===== config.mk =====
export PLATFORM = sky130hd
export DESIGN_NAME = ct_timer_array
export DESIGN_NICKNAME = d
export VERILOG_FILES = /design/src/rtl/ct_pkg.sv /design/src/rtl/ct_sys_timer.sv /design/src/rtl/ct_cpu_timer.sv /design/src/rtl/ct_timer_array.sv
export SDC_FILE = /design/constraint.sdc
export NUM_CORES = 2
export LEC_CHECK = 0
export BUFFER_PORTS_ARGS = -buffer_cell sky130_fd_sc_hd__clkbuf_2
export CORE_UTILIZATION = 40
export DETAILED_ROUTE_END_ITERATION = 8
export REMOVE_ABC_BUFFERS = 1
export SYNTH_ARGS = -nofsm -noshare
export SYNTH_HDL_FRONTEND = slang
export SYNTH_HIERARCHICAL = 1
export SYNTH_SLANG_ARGS = --single-unit

===== constraint.sdc =====
create_clock -name clk -period 4.67 [get_ports clk]
set_clock_uncertainty 0.2 [all_clocks]
set_input_delay 0.467 -clock clk [delete_from_list [all_inputs] [get_ports clk]]
set_output_delay 0.467 -clock clk [all_outputs]
set_load 0.02 [all_outputs]

===== src/rtl/ct_pkg.sv =====
package ct_pkg;
    typedef enum logic [1:0] {
        MODE_LIMIT     = 2'd0,
        MODE_USER_IDLE = 2'd1,
        MODE_USER_RUN  = 2'd2
    } ct_state_e;

    localparam logic [1:0] REG_LIMIT  = 2'd0;
    localparam logic [1:0] REG_CNT_LO = 2'd1;
    localparam logic [1:0] REG_CNT_HI = 2'd2;
    localparam logic [1:0] REG_CTRL   = 2'd3;
endpackage


===== src/rtl/ct_sys_timer.sv =====
module ct_sys_timer
    import ct_pkg::*;
#(
    parameter int DW = 32
) (
    input  logic          clk,
    input  logic          rst_n,
    input  logic          tick,
    input  logic          wr,
    input  logic          rd,
    input  logic [1:0]    sel,
    input  logic [DW-1:0] wdata,
    output logic [DW-1:0] rval,
    output logic          irq
);
    logic [DW-1:0] lim_q;
    logic [DW-1:0] cnt_q;
    logic          irq_q;
    logic          wrap;

    assign wrap = (lim_q == '0) ? (cnt_q == '1) : ((cnt_q + 1'b1) == lim_q);

    always_ff @(posedge clk) begin
        if (!rst_n) begin
            lim_q <= '0;
            cnt_q <= '0;
            irq_q <= 1'b0;
        end else if (wr && sel == REG_LIMIT) begin
            lim_q <= wdata;
            cnt_q <= '0;
            irq_q <= 1'b0;
        end else begin
            if (tick) begin
                if (wrap) begin
                    cnt_q <= '0;
                    irq_q <= 1'b1;
                end else begin
                    cnt_q <= cnt_q + 1'b1;
                end
            end
            if (rd && sel == REG_LIMIT) irq_q <= 1'b0;
        end
    end

    always_comb begin
        unique case (sel)
            REG_LIMIT:  rval = lim_q;
            REG_CNT_LO: rval = cnt_q;
            default:    rval = '0;
        endcase
    end

    assign irq = irq_q;


    sys_irq_tick_chk: assert property (@(posedge clk) disable iff (!rst_n)
        $rose(irq_q) |-> $past(tick));
endmodule


===== src/rtl/ct_cpu_timer.sv =====
module ct_cpu_timer
    import ct_pkg::*;
#(
    parameter int DW = 32
) (
    input  logic          clk,
    input  logic          rst_n,
    input  logic          tick,
    input  logic          wr,
    input  logic          rd,
    input  logic [1:0]    sel,
    input  logic [DW-1:0] wdata,
    input  logic          mode_wr,
    input  logic          mode_bit,
    output logic [DW-1:0] rval,
    output logic          irq,
    output logic          user_mode
);
    localparam int CW = 2 * DW;

    ct_state_e     state_q, state_d;
    logic [CW-1:0] cnt_q;
    logic [DW-1:0] lim_q;
    logic [DW-1:0] snap_q;
    logic          snap_v_q;
    logic          reached_q;
    logic          irq_q;
    logic          is_user, enter_user, enter_limit, ctrl_wr;
    logic          lim_wrap, user_top;

    assign is_user     = (state_q != MODE_LIMIT);
    assign ctrl_wr     = wr && sel == REG_CTRL;
    assign enter_user  = !is_user && state_d != MODE_LIMIT;
    assign enter_limit = is_user && state_d == MODE_LIMIT;
    assign lim_wrap    = (lim_q == '0) ? (cnt_q[DW-1:0] == '1)
                                       : ((cnt_q[DW-1:0] + 1'b1) == lim_q);
    assign user_top    = (cnt_q == {{(CW-1){1'b1}}, 1'b0});

    // state register
    always_ff @(posedge clk) begin
        if (!rst_n) state_q <= MODE_LIMIT;
        else        state_q <= state_d;
    end

    // next state
    always_comb begin
        state_d = state_q;
        unique case (state_q)
            MODE_LIMIT:
                if (mode_wr && mode_bit) state_d = MODE_USER_IDLE;
            MODE_USER_IDLE:
                if (mode_wr && !mode_bit)      state_d = MODE_LIMIT;
                else if (ctrl_wr && wdata[0])  state_d = MODE_USER_RUN;
            MODE_USER_RUN:
                if (mode_wr && !mode_bit)      state_d = MODE_LIMIT;
                else if (ctrl_wr && !wdata[0]) state_d = MODE_USER_IDLE;
            default:
                state_d = MODE_LIMIT;
        endcase
    end

    // counting datapath
    always_ff @(posedge clk) begin
        if (!rst_n) begin
            cnt_q     <= '0;
            lim_q     <= '0;
            snap_q    <= '0;
            snap_v_q  <= 1'b0;
            reached_q <= 1'b0;
            irq_q     <= 1'b0;
        end else if (enter_user || enter_limit) begin
            cnt_q     <= '0;
            reached_q <= 1'b0;
            irq_q     <= 1'b0;
            snap_v_q  <= 1'b0;
        end else if (!is_user) begin
            if (wr && sel == REG_LIMIT) begin
                lim_q     <= wdata;
                cnt_q     <= '0;
                irq_q     <= 1'b0;
                reached_q <= 1'b0;
            end else begin
                if (tick) begin
                    if (lim_wrap) begin
                        cnt_q     <= '0;
                        irq_q     <= 1'b1;
                        reached_q <= 1'b1;
                    end else begin
                        cnt_q[DW-1:0] <= cnt_q[DW-1:0] + 1'b1;
                    end
                end
                if (rd && sel == REG_LIMIT) begin
                    irq_q     <= 1'b0;
                    reached_q <= 1'b0;
                end
            end
        end else begin
            if (wr && sel == REG_CNT_LO) begin
                cnt_q[DW-1:0] <= wdata;
                reached_q     <= 1'b0;
                irq_q         <= 1'b0;
                snap_v_q      <= 1'b0;
            end else if (wr && sel == REG_CNT_HI) begin
                cnt_q[CW-1:DW] <= wdata;
                reached_q      <= 1'b0;
                snap_v_q       <= 1'b0;
            end else begin
                if (state_q == MODE_USER_RUN && tick) begin
                    cnt_q <= cnt_q + 1'b1;
                    if (user_top) begin
                        reached_q <= 1'b1;
                        irq_q     <= 1'b1;
                    end
                end
                if (rd && sel == REG_LIMIT) irq_q <= 1'b0;
                if (rd && sel == REG_CNT_HI) begin
                    snap_q   <= cnt_q[DW-1:0];
                    snap_v_q <= 1'b1;
                end else if (rd && sel == REG_CNT_LO) begin
                    snap_v_q <= 1'b0;
                end
            end
        end
    end

    // read outputs
    always_comb begin
        unique case (sel)
            REG_LIMIT:  rval = is_user ? '1 : lim_q;
            REG_CNT_LO: rval = (is_user && snap_v_q) ? snap_q : cnt_q[DW-1:0];
            REG_CNT_HI: rval = is_user ? cnt_q[CW-1:DW] : {{(DW-1){1'b0}}, reached_q};
            default:    rval = {{(DW-2){1'b0}}, reached_q, state_q != MODE_USER_IDLE};
        endcase
    end

    assign irq       = irq_q;
    assign user_mode = is_user;


    lim_wr_clear_chk: assert property (@(posedge clk) disable iff (!rst_n)
        (!is_user && !mode_wr && wr && sel == REG_LIMIT)
        |=> (cnt_q == '0 && !irq_q && lim_q == $past(wdata)));

    user_entry_chk: assert property (@(posedge clk) disable iff (!rst_n)
        (!is_user && mode_wr && mode_bit)
        |=> (state_q == MODE_USER_IDLE && !irq_q && cnt_q == '0));

    stopped_hold_chk: assert property (@(posedge clk) disable iff (!rst_n)
        (state_q == MODE_USER_IDLE && !wr && !mode_wr) |=> $stable(cnt_q));

    lo_wr_chk: assert property (@(posedge clk) disable iff (!rst_n)
        (is_user && !mode_wr && wr && sel == REG_CNT_LO)
        |=> (!reached_q && !irq_q && cnt_q[DW-1:0] == $past(wdata)));
endmodule


===== src/rtl/ct_timer_array.sv =====
module ct_timer_array
    import ct_pkg::*;
#(
    parameter int NUM_SLOTS = 4,
    parameter bit SMP_EN    = 1'b1,
    parameter int DW        = 32,
    parameter int SLOT_W    = $clog2(NUM_SLOTS + 1),
    parameter int ADDR_W    = SLOT_W + 2
) (
    input  logic                 clk,
    input  logic                 rst_n,
    input  logic                 tick,
    input  logic                 bus_wr,
    input  logic                 bus_rd,
    input  logic [ADDR_W-1:0]    bus_addr,
    input  logic [DW-1:0]        bus_wdata,
    output logic [DW-1:0]        bus_rdata,
    output logic                 sys_irq,
    output logic [NUM_SLOTS-1:0] cpu_irq
);
    localparam int N_TMR = SMP_EN ? NUM_SLOTS : 1;

    logic [SLOT_W-1:0]    slot;
    logic [1:0]           rsel;
    logic                 sys_hit, cpu_hit, cfg_wr;
    logic [NUM_SLOTS-1:0] hit;
    logic [NUM_SLOTS-1:0] user_bits;
    logic [DW-1:0]        tmr_rval [NUM_SLOTS];
    logic [DW-1:0]        sys_rval;
    logic [DW-1:0]        rmux;
    logic [DW-1:0]        rdata_q;

    assign slot    = bus_addr[ADDR_W-1:2];
    assign rsel    = bus_addr[1:0];
    assign sys_hit = (slot == SLOT_W'(NUM_SLOTS));
    assign cpu_hit = (slot < SLOT_W'(NUM_SLOTS));
    assign cfg_wr  = bus_wr && sys_hit && rsel == REG_CTRL;

    ct_sys_timer #(.DW(DW)) u_sys (
        .clk   (clk),
        .rst_n (rst_n),
        .tick  (tick),
        .wr    (bus_wr && sys_hit),
        .rd    (bus_rd && sys_hit),
        .sel   (rsel),
        .wdata (bus_wdata),
        .rval  (sys_rval),
        .irq   (sys_irq)
    );

    for (genvar i = 0; i < NUM_SLOTS; i++) begin : g_slot
        if (i < N_TMR) begin : g_tmr
            assign hit[i] = cpu_hit && ((N_TMR == 1) || slot == SLOT_W'(i));
            ct_cpu_timer #(.DW(DW)) u_tmr (
                .clk       (clk),
                .rst_n     (rst_n),
                .tick      (tick),
                .wr        (bus_wr && hit[i]),
                .rd        (bus_rd && hit[i]),
                .sel       (rsel),
                .wdata     (bus_wdata),
                .mode_wr   (cfg_wr),
                .mode_bit  (bus_wdata[i]),
                .rval      (tmr_rval[i]),
                .irq       (cpu_irq[i]),
                .user_mode (user_bits[i])
            );
        end else begin : g_empty
            assign hit[i]       = 1'b0;
            assign tmr_rval[i]  = '0;
            assign cpu_irq[i]   = 1'b0;
            assign user_bits[i] = 1'b0;
        end
    end

    always_comb begin
        rmux = '0;
        if (sys_hit) begin
            rmux = (rsel == REG_CTRL) ? {{(DW-NUM_SLOTS){1'b0}}, user_bits} : sys_rval;
        end else begin
            for (int k = 0; k < NUM_SLOTS; k++) begin
                if (hit[k]) rmux = tmr_rval[k];
            end
        end
    end

    always_ff @(posedge clk) begin
        if (!rst_n)      rdata_q <= '0;
        else if (bus_rd) rdata_q <= rmux;
    end

    assign bus_rdata = rdata_q;


    up_irq_chk: assert property (@(posedge clk) disable iff (!rst_n)
        (N_TMR == 1) |-> (cpu_irq[NUM_SLOTS-1:1] == '0));

    one_target_chk: assert property (@(posedge clk) disable iff (!rst_n)
        $onehot0(hit));
endmodule


## Word level (Yosys, flattened, before mapping)

Index checks and enable logic that the tools add are counted.

| storage, ports and cells | value |
|---|---|
| input bits | 42 |
| output and inout bits | 37 |
| register bits after elaboration | 629 |
| logic and storage cells | 456 |

| operators by class | value |
|---|---|
| reduce and logical (&&, ||, !) cells | 167 |
| order comparisons | 1 |
| eq/ne operators | 65 |
| $add $sub $neg | 9 |
| bitwise gates (word level) | 17 |
| muxes and demuxes | 161 |

Operators by type and width:

| kind | number |
|---|---|
| 32-bit 2-to-1 mux | 43 |
| 64-bit 2-to-1 mux | 16 |
| 32-bit one-hot mux with 3 select lines | 4 |
| 64-bit by 1-bit adder with 64-bit output, second input constant | 4 |
| 64-bit equality test, second input constant | 4 |
| 32-bit by 1-bit adder with 32-bit output, second input constant | 5 |
| 32-bit equality test | 5 |
| 32-bit equality test, second input constant | 5 |
| 32-bit zero test | 5 |
| 1-bit logical AND | 77 |
| 1-bit 2-to-1 mux | 73 |
| 4-bit != test, second input constant | 16 |
| 32-bit one-hot mux with 2 select lines | 1 |
| 4-bit nonzero test | 12 |
| 2-bit 2-to-1 mux | 20 |
| 5-bit AND reduction | 8 |
| 3-bit != test, second input constant | 12 |
| 4-bit AND reduction | 8 |
| 2-bit one-hot mux with 3 select lines | 4 |
| 3-bit AND reduction | 8 |
| 3-bit nonzero test | 8 |
| 2-bit zero test | 9 |
| 1-bit inverter | 17 |
| 2-bit nonzero test | 8 |
| 14 further kinds | 48 |

## Logic depth before layout (Yosys ltp)

| logic depth | value |
|---|---|
| depth in word-level cells | 13 |
| depth in mapped cells | 18 |

## Modules after synthesis

The synthesis kept the hierarchy.

By module, submodules not included:

| module | cells each | area an instance (µm²) | instances |
|---|---|---|---|
| ct_cpu_timer | 1511 | 10302.4 | 4 |
| ct_sys_timer | 578 | 4559.4 | 1 |
| ct_timer_array | 320 | 2423.6 | 1 |

## Least setup slack after synthesis

Ideal clock, no wire load.

| path | value |
|---|---|
| path type | input to register |
| start | input bus_addr[3] |
| end | register g_slot[1].g_tmr.u_tmr.cnt_q[11] |
| data arrival time | 3.522 ns |
| buffers on the path | 5 |
| setup slack | 0.842 ns |
| data required time | 4.364 ns |
| cell stages on the path | 18 |
| cells stage by stage | buf_2 -> buf_4 -> buf_2 -> nand2b_1 -> nor2_1 -> clkbuf_1 -> nand3_1 -> o21ai_0 -> o2111ai_1 -> nand2_1 -> ha_1 -> nand2b_1 -> nor3_1 -> clkbuf_1 -> nand2_1 -> o21ai_0 -> a21oi_1 -> o311ai_0 |

| on the way | value |
|---|---|
| cells in the longest elaborated chain, start to end | 12 |

Ends and longest elaborated chain:

| what | RTL line | text |
|---|---|---|
| start: declaration | ct_timer_array.sv:15 | `input logic [ADDR_W-1:0] bus_addr,` |
| 3-bit < comparator or 3-bit by 1-bit equality test with 1-bit output (tied branches) | ct_timer_array.sv:36, ct_timer_array.sv:53 |  |
| 1-bit logical AND | ct_timer_array.sv:53 | `assign hit[i] = cpu_hit && ((N_TMR == 1) \|\| slot == SLOT_W'(i));` |
| 1-bit logical AND | ct_timer_array.sv:58 | `.wr (bus_wr && hit[i]),` |
| 1-bit logical AND | ct_cpu_timer.sv:32 | `assign ctrl_wr = wr && sel == REG_CTRL;` |
| 1-bit logical AND, on equally long branches | ct_cpu_timer.sv:56, ct_cpu_timer.sv:53 |  |
| 2-bit 2-to-1 mux, on equally long branches | ct_cpu_timer.sv:56, ct_cpu_timer.sv:53 |  |
| 2-bit 2-to-1 mux, on equally long branches | ct_cpu_timer.sv:55, ct_cpu_timer.sv:52 |  |
| 2-bit one-hot mux with 3 select lines | ct_cpu_timer.sv:48 | `unique case (state_q)` |
| 2-bit nonzero test or 2-bit zero test (tied branches) | ct_cpu_timer.sv:33, ct_cpu_timer.sv:34 |  |
| 1-bit logical AND, on equally long branches | ct_cpu_timer.sv:33, ct_cpu_timer.sv:34 |  |
| 1-bit logical OR | ct_cpu_timer.sv:71 | `end else if (enter_user \|\| enter_limit) begin` |
| 2-bit OR reduction (no source line) | - |  |
| end signal: indexed assignment | ct_cpu_timer.sv:89 | `cnt_q[DW-1:0] <= cnt_q[DW-1:0] + 1'b1;` |
| end signal: indexed assignment | ct_cpu_timer.sv:99 | `cnt_q[DW-1:0] <= wdata;` |
| end signal: indexed assignment | ct_cpu_timer.sv:104 | `cnt_q[CW-1:DW] <= wdata;` |
| end: declaration | ct_cpu_timer.sv:22 | `logic [CW-1:0] cnt_q;` |

Several ways; a longest one is shown, not always the timed one.
A chain may end at the register's enable or synchronous reset.

## Worst setup path after layout

| path | value |
|---|---|
| start | register g_slot[3].g_tmr.u_tmr.cnt_q[10] |
| end | register g_slot[3].g_tmr.u_tmr.cnt_q[62] |

| on the way | value |
|---|---|
| cells in the longest elaborated chain, start to end | 5 |

Ends and longest elaborated chain:

| what | RTL line |
|---|---|
| start: declaration | ct_cpu_timer.sv:22 |
| start signal: indexed assignment | ct_cpu_timer.sv:89 |
| start signal: indexed assignment | ct_cpu_timer.sv:99 |
| start signal: indexed assignment | ct_cpu_timer.sv:104 |
| 32-bit by 1-bit adder with 32-bit output or 64-bit by 1-bit adder with 64-bit output (tied branches) | ct_cpu_timer.sv:36, ct_cpu_timer.sv:109 |
| 32-bit equality test or 64-bit 2-to-1 mux (tied branches) | ct_cpu_timer.sv:36, ct_cpu_timer.sv:108 |
| 1-bit 2-to-1 mux or 32-bit 2-to-1 mux (tied branches) | ct_cpu_timer.sv:35, ct_cpu_timer.sv:103 |
| 3-bit nonzero test (no source line) or 32-bit 2-to-1 mux (tied branches) | - |
| 4-bit AND reduction (no source line) or 64-bit 2-to-1 mux (tied branches) | - |

Several ways; a longest one is shown, not always the timed one. The select of a mux whose other input is x is not followed.

==> metrics.txt <==
critical path peak fanout=34; vias in the first global route=51954; CTS Root Cell=clkbuf_16; Critical Path Most Common Cell=buf_4; htree depth=3; Synth area leaders=dfxtp_1 (26%), nand2_1 (9.2%), a21oi_1 (7.7%); CP max stage delay=0.64 ns; R2R setup slack=0.08 ns; worst hold path class=in2reg; Max transition margin=16.0%; count of pins over their slew limit=0; clock sinks=629; cells on worst reg2reg path=14; IO Port Bufs=78; Crit path arrival time=4.95 ns; placed wire-length estimate=191000 um; sequential area share after synthesis=26.1%; fmax=218 MHz; WS Path Type=reg2reg; Post-Syn Area=48200 um^2; Hold Fails Final Rpt=0; r2r endpoint=g_slot[3].g_tmr.u_tmr/cnt_q[62]; Gate Count Post-Synth=6942; CTS max path bufs=3; DR vias=58035; pin count of the biggest net entering global routing=69; Final #Nets=7016; Synth Register Bits=629; post-route ant nets=0; Starting DRT DRC Count=8711; setup slack after layout=0.0833 ns; Die W=349 um; CTS tree=done; final hold slack=0.106 ns; Clk pwr share=49.8%; CP startpoint kind=register; Post-synth EDFFs=0; origin of the critical flop-to-flop path=g_slot[3].g_tmr.u_tmr/cnt_q[10]; fin crit period=4.59 ns; post-synth top area share=26.1%; antenna violations before repair=18; DIE AREA=122000 um^2; first-pass GRT wire length=379000 um; Setup crit start=g_slot[3].g_tmr.u_tmr/cnt_q[10]; synth unique cells=92; Post-DP Area=51800 um^2; Leak=19.0 nW; clock buffer count from CTS=83; Post-synth ARST share=0%; global placer's final weighted congestion=1.02; CP Capture Type=register; combinational power share=11.2%; Critical Path End=g_slot[3].g_tmr.u_tmr/cnt_q[62]; post-CTS setup repair buffer count=0; required time worst endpoint=5.04 ns; Area growth syn-to-layout=13.5%; Die Y=349 um; status=complete, no violations; Max IR drop VDD=0.271 mV; Finished Cell Area=54700 um^2; Sw Ratio=29.1%; Pre-Repair DR Iteration Count=6; total wire length=265000 um; Pwr Density=257 nW/um^2; fraction of layout cells with a size suffix above 1=12.6%; Reg power frac=39.0%; crit-path cells=buf_4, nand4_1, nor3_1, buf_4, a21oi_1, a2111oi_0, nand4_1, nor2_1, a41oi_2, o21ai_4, buf_12, and2b_1, buf_4, a211oi_1; largest area contributor in the netlist=dfxtp_1; Via density=6.73; Remaining DRCs=0; Reg clk slew, reported paths=0.06 ns; pre-CTS setup slack=-0.104 ns; later-pin clock latency in the skew report=0.71 ns; crit path max-delay cell type=a2111oi_0; setup total negative slack=0 ns; Ys Warns=6; Avg Cell Area, Syn=6.94 um^2; final setup violation count=0; Starting Density=40.6%; row count=126; Core ar.=119000 um^2; fin crit share=98.2%; Worst Tran Pin Value=1.25 ns; wire per inst=30.8 um; max-capacitance violation count=0; gr ovfl total=0; design internal power=9.95 mW; I/O pins=79; Top FF cell, synth=dfxtp_1; hold_sp=bus_wdata[6]; RSZ-0062 raised after global routing=false; GR Util All Layers=42.0%; placed insts=8471; Final Non-Filler Cells=8629; sw power=4.08 mW
[worst min path at each step]
stage / end / depth (start not counted)
finish: g_slot[0].g_tmr.u_tmr/lim_q[6] / 3
global route: g_slot[0].g_tmr.u_tmr/lim_q[6] / 3
CTS: g_slot[0].g_tmr.u_tmr/lim_q[6] / 3
detailed placement: g_slot[1].g_tmr.u_tmr/snap_q[21] / 2
global placement: g_slot[0].g_tmr.u_tmr/snap_q[0] / 2
floorplan: g_slot[0].g_tmr.u_tmr/snap_q[0] / 2
[cell families after synthesis]
group / after synthesis / share of synthesized area (%)
compound gates: 2061 / 27.6
xor+xnor: 209 / 3.92
fa+ha+maj: 17 / 0.441
buf+inv: 729 / 6.24
flops: 629 / 26.1
mux: 247 / 5.15
simple gates: 3050 / 30.5
[final cells by class]
class	count	area, um^2
flip-flops and latches	629	12600
repair buffers	560	4130
clock buffers	111	2380
well taps	1600	2000
diodes	7	17.5
multi-input cells	5584	32700
inverters	99	372
clock inverters	39	495
fillers	12346	64000
[worst max-delay path: cells and delay by family, from the launching register on]
family          cells  cell delay, ns
flops               1            0.33
buf+inv             4            0.84
simple gates        5            1.64
compound gates      5            1.44
[registers in the layout, indices dropped and copies added (netlist names)]
signal,flops
u_sys/irq,1
g_slot.g_tmr.u_tmr/snap_q,128
g_slot.g_tmr.u_tmr/snap_v_q,4
g_slot.g_tmr.u_tmr/irq,4
bus_rdata,32
g_slot.g_tmr.u_tmr/cnt_q,256
g_slot.g_tmr.u_tmr/reached_q,4
u_sys/lim_q,32
g_slot.g_tmr.u_tmr/state_q,8
g_slot.g_tmr.u_tmr/lim_q,128
u_sys/cnt_q,32
[cells in the mapped netlist, drive strengths merged, types with 44 or more instances]
cell type	number
a211oi	126
a21boi	45
a21oi	746
a32o	84
and2	45
and3	73
buf	154
clkbuf	476
dfxtp	629
inv	95
mux2i	238
nand2	1177
nand2b	91
nand3	213
nand4	190
nor2	600
nor2b	59
nor3	175
nor4	149
o2111ai	44
o211ai	92
o21ai	358
o22ai	152
o31ai	110
or2	51
or3	77
or4	48
xnor2	128
xor2	77
[metrics by stage]
stage,power [mW],utilization [%]
after CTS,14.0,46.0
after global routing,14.3,46.0
after detailed placement,7.07,43.6
final,14.0,46.1
after floorplan,6.17,-
after global placement,7.07,43.6
[power groups by stage]
stage	Combinational [mW]	Sequential (mW)	Clock, mW
4_1_cts	1.49	5.47	7.03
6_report	1.57	5.47	6.99
3_3_place_gp	1.49	5.58	0
3_5_place_dp	1.49	5.59	0
5_1_grt	1.60	5.47	7.22
2_1_floorplan	0.579	5.59	0
[metal layers]
layer | vias up | track usage (%) | share of wire [%]
met4 | 22 | 20.2 | 5.6
met5 | - | 0 | 0.071
met3 | 742 | 11.0 | 13
li1 | 25439 | - | -
met2 | 3857 | 58.6 | 40
met1 | 27975 | 59.2 | 41
[what timing repair did]
action                                  4_1_cts  5_1_grt
hold buffers                                  1        0
hold endpoints to repair                      1        0
pin swaps                                     0        1
gates resized for setup                       1        9
endpoints found under the setup margin       37      191
[cells in the final DEF, fill, tap and decap left out, types with 128 or more instances in the layout]
cell        n
o21ai_0   277
buf_4     475
a21oi_1   745
nor2_1    584
dfxtp_1   628
nor3_1    171
nand3_1   209
mux2i_1   238
nand2_1  1173
o22ai_1   152
xnor2_1   128
nand4_1   181
Note: power is estimated with default switching activity, not from simulation.
